--- src/rtl/gib_pkg.sv ---
package gib_pkg;

    localparam int BUS_AW = 8;
    localparam int BUS_DW = 32;

    localparam int GRP_LEVEL = 0;
    localparam int GRP_DATA  = 1;
    localparam int GRP_MASK  = 2;
    localparam int GRP_PULL  = 3;
    localparam int GRP_FUNC  = 4;
    localparam int GRP_SEL   = 5;
    localparam int GRP_DIR   = 6;
    localparam int GRP_TRIG  = 7;
    localparam int GRP_FLAG  = 8;
    localparam int GRP_LAST_RW = 7;

    typedef enum logic [1:0] {
        AC_WRITE = 2'd0,
        AC_SET   = 2'd1,
        AC_CLEAR = 2'd2,
        AC_NONE  = 2'd3
    } access_e;

    typedef enum logic [2:0] {
        PM_GPIO_IN,
        PM_GPIO_OUT,
        PM_ALT1,
        PM_ALT2,
        PM_ALT3,
        PM_IRQ_EDGE,
        PM_IRQ_LEVEL
    } pin_mode_e;

    function automatic pin_mode_e decode_mode(input logic func, input logic sel,
                                              input logic trig, input logic dir);
        pin_mode_e m;
        unique case ({func, sel})
            2'b00:   m = dir  ? PM_GPIO_OUT : PM_GPIO_IN;
            2'b01:   m = trig ? PM_IRQ_EDGE : PM_IRQ_LEVEL;
            2'b10:   m = PM_ALT1;
            default: m = trig ? PM_ALT3 : PM_ALT2;
        endcase
        return m;
    endfunction

endpackage

--- src/rtl/gib_reg_group.sv ---
module gib_reg_group
    import gib_pkg::*;
#(
    parameter int           W   = 32,
    parameter logic [W-1:0] RST = '0
) (
    input  logic         clk,
    input  logic         rst_n,
    input  logic         hit_i,
    input  access_e      acc_i,
    input  logic [W-1:0] wd_i,
    output logic [W-1:0] q_o
);

    always_ff @(posedge clk) begin
        if (!rst_n) begin
            q_o <= RST;
        end else if (hit_i) begin
            unique case (acc_i)
                AC_WRITE: q_o <= wd_i;
                AC_SET:   q_o <= q_o | wd_i;
                AC_CLEAR: q_o <= q_o & ~wd_i;
                default:  q_o <= q_o;
            endcase
        end
    end

endmodule

--- src/rtl/gib_pin_cell.sv ---
module gib_pin_cell
    import gib_pkg::*;
(
    input  logic       clk,
    input  logic       rst_n,
    input  logic       pin_i,
    input  logic       func_b,
    input  logic       sel_b,
    input  logic       trig_b,
    input  logic       dir_b,
    input  logic       flag_clr_b,
    output logic       lvl_o,
    output logic       oe_o,
    output logic [1:0] alt_o,
    output logic       flag_o
);

    logic      sync1, sync2, sync_prev;
    logic      cond_hit;
    pin_mode_e mode;

    assign mode  = decode_mode(func_b, sel_b, trig_b, dir_b);
    assign lvl_o = sync2;

    // state register process
    always_ff @(posedge clk) begin
        if (!rst_n) begin
            sync1     <= 1'b0;
            sync2     <= 1'b0;
            sync_prev <= 1'b0;
            flag_o    <= 1'b0;
        end else begin
            sync1     <= pin_i;
            sync2     <= sync1;
            sync_prev <= sync2;
            if (cond_hit)        flag_o <= 1'b1;
            else if (flag_clr_b) flag_o <= 1'b0;
        end
    end

    // output process
    always_comb begin
        cond_hit = 1'b0;
        oe_o     = 1'b0;
        alt_o    = 2'd0;
        unique case (mode)
            PM_GPIO_IN:   ;
            PM_GPIO_OUT:  oe_o = 1'b1;
            PM_ALT1:      alt_o = 2'd1;
            PM_ALT2:      alt_o = 2'd2;
            PM_ALT3:      alt_o = 2'd3;
            PM_IRQ_EDGE:  cond_hit = dir_b ? (sync2 & ~sync_prev) : (~sync2 & sync_prev);
            PM_IRQ_LEVEL: cond_hit = (sync2 == dir_b);
            default:      ;
        endcase
    end

endmodule

--- src/rtl/gib_bank.sv ---
module gib_bank
    import gib_pkg::*;
#(
    parameter int NPINS = 32
) (
    input  logic                clk,
    input  logic                rst_n,
    input  logic [BUS_AW-1:0]   bus_addr,
    input  logic                bus_we,
    input  logic [BUS_DW-1:0]   bus_wdata,
    output logic [BUS_DW-1:0]   bus_rdata,
    input  logic [NPINS-1:0]    pin_in,
    output logic [NPINS-1:0]    pin_oe,
    output logic [NPINS-1:0]    pin_do,
    output logic [NPINS-1:0]    pin_pu_en,
    output logic [2*NPINS-1:0]  pin_alt,
    output logic                irq
);

    localparam logic [NPINS-1:0] ALL_ONES = {NPINS{1'b1}};

    logic [3:0]       wr_grp;
    access_e          wr_acc;
    logic [NPINS-1:0] grp_q [1:GRP_LAST_RW];
    logic [NPINS-1:0] lvl_q, flag_q, flag_clr;
    logic [NPINS-1:0] mask_q, sel_q;
    logic             unused_addr_bits;

    assign wr_grp           = bus_addr[7:4];
    assign unused_addr_bits = ^bus_addr[1:0];

    always_comb begin
        unique case (bus_addr[3:2])
            2'd0:    wr_acc = AC_WRITE;
            2'd1:    wr_acc = AC_SET;
            2'd2:    wr_acc = AC_CLEAR;
            default: wr_acc = AC_NONE;
        endcase
    end

    for (genvar g = 1; g <= GRP_LAST_RW; g++) begin : g_grp
        localparam logic [NPINS-1:0] RV = (g == GRP_MASK) ? ALL_ONES : '0;
        gib_reg_group #(.W(NPINS), .RST(RV)) u_grp (
            .clk   (clk),
            .rst_n (rst_n),
            .hit_i (bus_we && (wr_grp == 4'(g))),
            .acc_i (wr_acc),
            .wd_i  (bus_wdata[NPINS-1:0]),
            .q_o   (grp_q[g])
        );
    end

    assign flag_clr = (bus_we && wr_grp == 4'(GRP_FLAG) && wr_acc == AC_CLEAR)
                      ? bus_wdata[NPINS-1:0] : '0;

    for (genvar i = 0; i < NPINS; i++) begin : g_pin
        gib_pin_cell u_cell (
            .clk        (clk),
            .rst_n      (rst_n),
            .pin_i      (pin_in[i]),
            .func_b     (grp_q[GRP_FUNC][i]),
            .sel_b      (grp_q[GRP_SEL][i]),
            .trig_b     (grp_q[GRP_TRIG][i]),
            .dir_b      (grp_q[GRP_DIR][i]),
            .flag_clr_b (flag_clr[i]),
            .lvl_o      (lvl_q[i]),
            .oe_o       (pin_oe[i]),
            .alt_o      (pin_alt[2*i +: 2]),
            .flag_o     (flag_q[i])
        );
    end

    always_comb begin
        bus_rdata = '0;
        case (wr_grp)
            4'(GRP_LEVEL): bus_rdata[NPINS-1:0] = lvl_q;
            4'd1, 4'd2, 4'd3, 4'd4, 4'd5, 4'd6, 4'd7:
                           bus_rdata[NPINS-1:0] = grp_q[wr_grp[2:0]];
            4'(GRP_FLAG):  bus_rdata[NPINS-1:0] = flag_q;
            default:       ;
        endcase
    end

    assign mask_q    = grp_q[GRP_MASK];
    assign sel_q     = grp_q[GRP_SEL];
    assign pin_do    = grp_q[GRP_DATA];
    assign pin_pu_en = ~grp_q[GRP_PULL];
    assign irq       = |(flag_q & ~mask_q);

endmodule

--- config.mk ---
export PLATFORM = sky130hd
export DESIGN_NAME = gib_bank
export DESIGN_NICKNAME = d
export VERILOG_FILES = /design/src/rtl/gib_pkg.sv /design/src/rtl/gib_reg_group.sv /design/src/rtl/gib_pin_cell.sv /design/src/rtl/gib_bank.sv
export SDC_FILE = /design/constraint.sdc
export NUM_CORES = 1
export LEC_CHECK = 0
export ABC_CLOCK_PERIOD_IN_PS = 2300
export BUFFER_PORTS_ARGS = -buffer_cell sky130_fd_sc_hd__buf_2
export CORE_MARGIN = 3
export CORE_UTILIZATION = 45
export CTS_CLUSTER_DIAMETER = 100
export DETAILED_ROUTE_END_ITERATION = 12
export PLACE_DENSITY = 0.69
export SLEW_MARGIN = 10
export SYNTH_ARGS = -nofsm -noshare
export SYNTH_HDL_FRONTEND = slang
export SYNTH_SLANG_ARGS = --single-unit
--- constraint.sdc ---
create_clock -name clk -period 2.3 [get_ports clk]
set_input_delay 0.46 -clock clk [delete_from_list [all_inputs] [get_ports clk]]
set_output_delay 0.46 -clock clk [all_outputs]
set_load 0.05 [all_outputs]
==> metrics.log, run 1 <==
[metrics] run status: complete, but fails checks
[metrics] failing checks: setup timing
[metrics] number of non-filler instances in the completed layout: 2650
[metrics] Clk pwr share: 42.6%
[metrics] Core Rows: 69
[metrics] Final Routed Wirelength: 59400 um
[metrics] number of DRC markers in iteration 0: 1517
[metrics] global-route total usage across every layer: 28.6%
[metrics] number of cells traversed by the worst register-to-register path: 3
[metrics] total number of clock tree sinks: 352
[metrics] critical path depth: 5
[metrics] TritonCTS clock tree: done
[metrics] Critical Path Start: g_pin[7].u_cell.flag_o
[metrics] first-pass GRT wire length: 88300 um
[metrics] critical path type: flop to output pin
[metrics] leakage dissipation: 8.09 nW
[metrics] core region area: 0.0360 sq mm
[metrics] number of buffers and inverters on the critical path: 2
[metrics] EDFF count, synth: 0
[metrics] cells along the critical path: inv_2 > o22ai_4 > nor4_4 > nand4_1 > buf_6
[metrics] max-slew violation count: 0
[metrics] floorplan die height: 198 um
[metrics] total area of multi-input combinational cells: 0.00890 sq mm
[metrics] cell with the biggest individual delay on the critical path: sky130_fd_sc_hd__dfxtp_1
[metrics] GR Overflow Total: 0
[metrics] sequential power share: 45.6%
[metrics] share of synthesized area occupied by flip-flops and latches: about 42%
[metrics] worst r2r src: g_grp[6].u_grp.q_o[31]
[metrics] clock root buffer: sky130_fd_sc_hd__clkbuf_16
[metrics] hold violation count in the final report: 0
[metrics] max capacitance violation total: 0
[metrics] pin count of the biggest net entering global routing: 158
[metrics] Max IR drop VDD: 441 uV
[metrics] post-detailed-route wirelength per cell: 22.4 um
[metrics] I/O Buffers: 265
[metrics] Synth Flop Type: sky130_fd_sc_hd__dfxtp_1
[metrics] switching part of the total: 25.9%
[metrics] worst hold path type: input pin to flop
[metrics] drt via density: 6.06
[metrics] cell count after synthesis: 1914
[metrics] number of synthesized register bits: about 350
[metrics] worst-case headroom to the max-slew limit: 45.7%
[metrics] biggest fanout along the worst timing path: 2
[metrics] most used cells in the layout excluding fill and tap cells: sky130_fd_sc_hd__dfxtp_1, sky130_fd_sc_hd__o21ai_0, sky130_fd_sc_hd__buf_2
[metrics] # H-tree levels: 2
[metrics] routability congestion estimate from global placement: ~0.85
[metrics] destination of the worst register-to-register timing path: g_pin[31].u_cell.flag_o
[metrics] Worst EP arrival: 1900 ps
[metrics] PD cells: 655 mW/mm^2
[metrics] proportion of power drawn by combinational gates: 11.8%
[metrics] Initial Utilization: 46.3%
[metrics] mean cell area of the mapped netlist: 8.71 sq um
[metrics] hold slack final: 138 ps
[metrics] area overhead of the layout relative to synthesis: 26.4%
[metrics] Worst Setup End Kind: output pin
[metrics] Post-Syn Nets: 1992
[metrics] Critical Path Start Type: flop
[metrics] fraction of final layout cells with drive strength greater than 1: 28.0%
[metrics] count of antenna-violating nets left after detailed routing: 0
[metrics] Post-route DRC: 0
[metrics] clock tree buffer depth: 3
[metrics] worst hold path stage count: 2
[metrics] die outline width: 198 um
[metrics] internal power: 10.2 mW
[metrics] Syn Std Cell Area: 0.0167 sq mm
[metrics] total number of vias: 16100
[metrics] Skew-Pair Late Insertion Delay: 520 ps
[metrics] Reg clk slew, reported paths: 60 ps
[metrics] number of global-route vias before repair: 15300
[metrics] filler instances: 3193
[metrics] destination of the critical timing path: irq
[metrics] nets@finish: roughly 2200
[metrics] fin crit share: 102%
[metrics] Critical Path RT: 1840 ps
[metrics] net switching power figure: 3.57 mW
[metrics] count of pins on the block boundary: 268
[metrics] Final min period: approximately 2400 ps
[metrics] timing-limited maximum frequency: 0.424 GHz
[metrics] count of placed standard cells including taps: 2566
[metrics] initial antenna violation count: 2
[metrics] most common cell after layout, fill and taps aside: sky130_fd_sc_hd__dfxtp_1
[metrics] transition time at the pin with the least slew margin: about 810 ps
[metrics] slack of the critical path: -57.0 ps
[metrics] fraction of registers with async set/reset: 0%
[metrics] RSZ-0062 raised after global routing: yes
[metrics] largest incremental delay on the critical path: roughly 320 ps
[metrics] Synth Warn #: 0
[metrics] Largest delay share family, worst path: simple AND/OR/NAND/NOR gates
[metrics] number of clock buffers inserted by TritonCTS: 38
[metrics] Synth cell types: 45
[metrics] area enclosed by the die boundary: 0.0394 sq mm
[metrics] minimum setup slack among reg-to-reg paths: about 1100 ps
[metrics] HPWL after DPL: approximately 40000 um
[metrics] Finish-stage setup viols: 1
[metrics] DRT Pass-1 Iters: 6
[metrics] setup skew after layout: 8.32 ps
[metrics] combined flip-flop and latch cell area: 0.00713 sq mm
[flip-flops by register name (all words and copies together), names as in the netlist]
signal and count:
g_pin.u_cell.flag_o 32, g_pin.u_cell.sync_prev 32, g_pin.u_cell.sync1 32, g_grp.u_grp.q_o 224
g_pin.u_cell.lvl_o 32
[routing by layer]
layer / routed length, um / GRT usage [%] / vias up
li1: - / - / 7403
met1: 25300 / 39.0 / 7728
met2: 26900 / 45.1 / 793
met3: 5000 / 5.25 / 145
met4: 2260 / 11.2 / 0
met5: 0 / 0 / -
[worst min path at each step]
| stage | start | endpoint | slack [ps] |
|---|---|---|---|
| 2_1_floorplan | g_pin[0].u_cell.sync1 | g_pin[0].u_cell.lvl_o | 410 |
| 3_3_place_gp | g_pin[29].u_cell.sync1 | g_pin[29].u_cell.lvl_o | 420 |
| 3_5_place_dp | g_pin[1].u_cell.sync1 | g_pin[1].u_cell.lvl_o | 420 |
| 4_1_cts | pin_in[26] | g_pin[26].u_cell.sync1 | 130 |
| 5_1_grt | pin_in[11] | g_pin[11].u_cell.sync1 | 130 |
| 6_report | pin_in[14] | g_pin[14].u_cell.sync1 | 140 |
[logic make-up (layout without fill, tap and decap cells)]
family,count (synthesis),in the layout,synth area share (%)
AOI/OAI and AO/OA,710,710,26.9
and+or+nand+nor,460,460,15.0
DFF,352,352,42.3
buffers and inverters,271,542,7.51
muxes,116,116,7.96
adders and majority gates,3,3,0.225
xor gates and xnor gates,2,2,0.105
other,0,4,0
[repair_timing]
item,in CTS,in global routing
resized for setup,129,104
buffers inserted,2,6
hold buffers,0,0
pin swaps,12,16
endpoints found under the setup margin,32,31
cloned,3,3
[synth_stat cells, types with 2 or more instances]
cell type | instances | share of area, %
sky130_fd_sc_hd__and2_1 | 129 | 4.8
sky130_fd_sc_hd__nor3b_1 | 32 | 1.4
sky130_fd_sc_hd__a21boi_0 | 33 | 1.5
sky130_fd_sc_hd__nand2_1 | 124 | 2.8
sky130_fd_sc_hd__buf_4 | 40 | 1.8
sky130_fd_sc_hd__a21oi_1 | 93 | 2.8
sky130_fd_sc_hd__o21ai_0 | 261 | 7.8
sky130_fd_sc_hd__o21ai_1 | 5 | 0.15
sky130_fd_sc_hd__buf_6 | 7 | 0.47
sky130_fd_sc_hd__nand2b_1 | 46 | 1.7
sky130_fd_sc_hd__mux4_2 | 11 | 1.5
sky130_fd_sc_hd__ha_1 | 3 | 0.23
sky130_fd_sc_hd__o211ai_1 | 192 | 8.6
sky130_fd_sc_hd__nand3_1 | 61 | 1.8
sky130_fd_sc_hd__dfxtp_1 | 352 | 42
sky130_fd_sc_hd__or2b_1 | 15 | 0.68
sky130_fd_sc_hd__nor2_1 | 31 | 0.70
sky130_fd_sc_hd__mux2_2 | 22 | 1.5
sky130_fd_sc_hd__mux2i_1 | 83 | 5.0
sky130_fd_sc_hd__clkbuf_1 | 97 | 2.2
sky130_fd_sc_hd__a21o_1 | 2 | 0.090
sky130_fd_sc_hd__nor4_1 | 4 | 0.15
sky130_fd_sc_hd__a221o_1 | 19 | 1.1
sky130_fd_sc_hd__nor2b_1 | 7 | 0.26
sky130_fd_sc_hd__nand3_2 | 2 | 0.12
sky130_fd_sc_hd__nor3_1 | 2 | 0.060
sky130_fd_sc_hd__buf_2 | 26 | 0.78
sky130_fd_sc_hd__a221oi_1 | 33 | 1.7
sky130_fd_sc_hd__inv_1 | 100 | 2.3
sky130_fd_sc_hd__o22ai_1 | 36 | 1.4
sky130_fd_sc_hd__o21a_1 | 32 | 1.4
[power groups by stage]
| stage | Combinational (mW) | Sequential (mW) | Clock (mW) |
|---|---|---|---|
| 2_1_floorplan | 0.864 | 6.41 | 0 |
| 3_3_place_gp | 1.40 | 6.42 | 0 |
| 3_5_place_dp | 1.42 | 6.42 | 0 |
| 4_1_cts | 1.53 | 6.29 | 5.94 |
| 5_1_grt | 1.71 | 6.30 | 6.20 |
| 6_report | 1.63 | 6.29 | 5.88 |
[per-stage QoR]
stage	worst slack (ps)	utilization (%)	cell area (sq um)	TNS (ps)	total power, mW
final	-57.0	58.5	21100	-57.0	13.8
after detailed placement	-197	52.5	18900	-2730	7.85
after global routing	-76.9	58.5	21100	-269	14.2
after CTS	-36.3	57.3	20600	-36.3	13.8
after global placement	-159	52.5	18900	-2220	7.82
after floorplan	-320	-	16700	-5350	7.27
[area by class of cell]
class	instances	area share, %
antenna	4	0.0475
clock buffer	60	5.44
clock inverter	6	0.154
inverter	100	1.82
multi-input combinational	1291	42.2
sequential	352	33.8
tap	461	2.74
timing repair buffer	376	13.7
No activity file was read; power rests on OpenSTA's default activity.
==> inputs of run 2 (changes only) <==
Settings changed: CORE_UTILIZATION 45 to 25, GPL_ROUTABILITY_DRIVEN set to 0, HOLD_SLACK_MARGIN set to 0.06, PLACE_DENSITY 0.69 to 0.45.
==> run 2 against run 1 <==
The run still ends with setup timing left. Critical path depth increased by 1. Combinational power increased by 12%. Non-clock buffer count is 35 higher. Largest power group is now clock.
==> metrics.log, run 2 (synthesis results as in run 1) <==
[metrics] critical path type: flop to output pin
[metrics] total number of clock tree sinks: 352 (unchanged)
[metrics] Reg clk slew, reported paths: 60 ps (about the same)
[metrics] hold violation count in the final report: 0 (unchanged)
[metrics] HPWL after DPL: 48500 um (+22%)
[metrics] worst hold path type: input pin to flop
[metrics] # H-tree levels: 2 (unchanged)
[metrics] cells along the critical path: o22ai_4 > nor4_2 > buf_4 > nand4_1 > buf_6 > buf_8
[metrics] transition time at the pin with the least slew margin: 638 ps (-177 ps)
[metrics] DRT Pass-1 Iters: 5 (-1)
[metrics] grt met2 use: 30.5% (-15 points)
[metrics] I/O Buffers: 265 (unchanged)
[metrics] GR Overflow Total: 0 (unchanged)
[metrics] timing-limited maximum frequency: 0.418 GHz (-1.4%)
[metrics] leakage dissipation: 8.47 nW (+4.7%)
[metrics] Critical Path Start Type: flop
[metrics] cell with the biggest individual delay on the critical path: sky130_fd_sc_hd__dfxtp_4
[metrics] Post-route DRC: 0 (unchanged)
[metrics] global-route total usage across every layer: 19.5% (-9.1 points)
[metrics] worst-case headroom to the max-slew limit: 57.5% (+12 points)
[metrics] first-pass GRT wire length: 103000 um (+17%)
[metrics] busiest layer in global routing: met2
[metrics] failing checks: setup timing
[metrics] number of global-route vias before repair: 15800 (+3.4%)
[metrics] fin util: 34.3% (-24 points)
[metrics] clock tree buffer depth: 3 (unchanged)
[metrics] PD cells: 651 mW/mm^2 (-0.62%)
[metrics] Core Rows: 94 (+36%)
[metrics] Max IR drop VDD: 473 uV (+7.3%)
[metrics] filler instances: 6820 (+110%)
[metrics] biggest fanout along the worst timing path: 3 (+1)
[metrics] core region area: 0.0659 sq mm (+83%)
[metrics] Critical Path RT: 1840 ps (about the same)
[metrics] fin crit share: 104% (+1.5 points)
[metrics] total negative setup slack: -336 ps (-279 ps)
[metrics] number of buffers and inverters on the critical path: 3 (+1)
[metrics] post-detailed-route wirelength per cell: 22.7 um (+1.4%)
[metrics] Largest delay share family, worst path: buffers and inverters
[metrics] clock root buffer: sky130_fd_sc_hd__clkbuf_16
[metrics] most used cells in the layout excluding fill and tap cells: sky130_fd_sc_hd__o21ai_0, sky130_fd_sc_hd__dfxtp_1, sky130_fd_sc_hd__buf_2
[metrics] run status: complete, but fails checks
[metrics] number of DRC markers in iteration 0: 1101 (-27%)
[metrics] RSZ-0062 raised after global routing: yes
[metrics] largest incremental delay on the critical path: 430 ps (+110 ps)
[metrics] pin count of the biggest net entering global routing: 94 (-41%)
[metrics] area overhead of the layout relative to synthesis: 35.6%
[metrics] Worst EP arrival: 1930 ps (+30 ps)
[metrics] count of pins on the block boundary: 268 (unchanged)
[metrics] TritonCTS clock tree: done
[metrics] most common cell after layout, fill and taps aside: sky130_fd_sc_hd__o21ai_0
[metrics] Top reg by flops: g_grp.u_grp.q_o
[metrics] Worst Setup End Kind: output pin
[metrics] GR Layer Usage met1: 25.9% (-13 points)
[metrics] max reg flops: 224 (unchanged)
[metrics] Final min period: 2390 ps (+34.4 ps)
[metrics] drt via density: 5.11 (-16%)
[metrics] setup skew after layout: 12.8 ps (+4.49 ps)
[metrics] die outline width: 264 um (+33%)
[metrics] fraction of final layout cells with drive strength greater than 1: 32.6% (+4.7 points)
[metrics] Final Routed Wirelength: 70400 um (+18%)
[metrics] slack of the critical path: -91.4 ps (-34.4 ps)
[metrics] Skew-Pair Late Insertion Delay: 570 ps (+50 ps)
[metrics] floorplan die height: 264 um (+33%)
[metrics] number of clock buffers inserted by TritonCTS: 44 (+16%)
[metrics] max-slew violation count: 0 (unchanged)
[metrics] Initial Utilization: 25.3% (-21 points)
[metrics] total number of vias: 15800 (-1.4%)
[metrics] nets@finish: 2278 (+1.8%)
[metrics] count of antenna-violating nets left after detailed routing: 0 (unchanged)
[metrics] area enclosed by the die boundary: 0.0698 sq mm (+77%)
[metrics] max capacitance violation total: 0 (unchanged)
[metrics] global routing usage on met3: 4.80% (-0.45 points)
[metrics] Finish-stage setup viols: 8 (+7)
[metrics] initial antenna violation count: 7 (+5)
run 2: area by class of cell:
| class | instances | area (sq um) | area share, % |
|---|---|---|---|
| Antenna cell | 6 | 15.0 | 0.0664 |
| Tap cell | 864 | 1080 | 4.78 |
| Timing Repair Buffer | 411 | 3440 | 15.2 |
| Clock inverter | 7 | 85.1 | 0.376 |
| Sequential cell | 352 | 7250 | 32.0 |
| Clock buffer | 66 | 1240 | 5.51 |
| Inverter | 100 | 380 | 1.68 |
| Multi-Input combinational cell | 1291 | 9120 | 40.3 |
run 2: final timing paths:
check                          from                       to  slack, ps  cells past startpoint
max reg2reg  g_grp[6].u_grp.q_o[31]  g_pin[31].u_cell.flag_o       1000                      4
min reg2reg  g_pin[18].u_cell.sync1   g_pin[18].u_cell.lvl_o        430                      1
max           g_grp[2].u_grp.q_o[6]                      irq        -90                      6
min                      pin_in[15]   g_pin[15].u_cell.sync1        100                      2
run 2: timing repair:
action	CTS	global route
resized for setup	240	134
pin swaps	44	46
setup buffers	18	13
endpoints found under the setup margin	33	33
hold buffers	1	0
cloned	2	1
endpoints found under the hold margin	1	0
run 2: metal layers:
layer / vias to the layer above / share of wire (%)
met1: 7663 / 44
li1: 7474 / -
met5: - / 0.045
met3: 122 / 7.7
met2: 574 / 45
met4: 4 / 3.3
run 2: report_power, final:
part,switching (mW),total [mW],internal (mW)
Sequential,0.0890,6.28,6.19
Clock,2.68,6.60,3.92
Combinational,1.11,1.83,0.717
Total,3.88,14.7,10.8
run 2: worst register-to-register path, cell delays in order (launching register included):
cell                        delay, ps
sky130_fd_sc_hd__dfxtp_4          340
sky130_fd_sc_hd__buf_4            150
sky130_fd_sc_hd__xor2_1           150
sky130_fd_sc_hd__a2111oi_0        420
sky130_fd_sc_hd__o21a_1           190
run 2: stage by stage:
| step | setup slack (ps) | instances | hold WS, ps | power, mW | instance area [sq um] |
|---|---|---|---|---|---|
| floorplan | -320 | 1914 | 412 | 7.27 | 16700 |
| global placement | -331 | 2990 | 413 | 7.98 | 19800 |
| detailed placement | -343 | 2990 | 419 | 8.00 | 19800 |
| CTS | -141 | 3080 | 60.5 | 14.8 | 22100 |
| global route | -176 | 3094 | 83.7 | 15.3 | 22600 |
| finish | -91.4 | 3097 | 98.0 | 14.7 | 22600 |
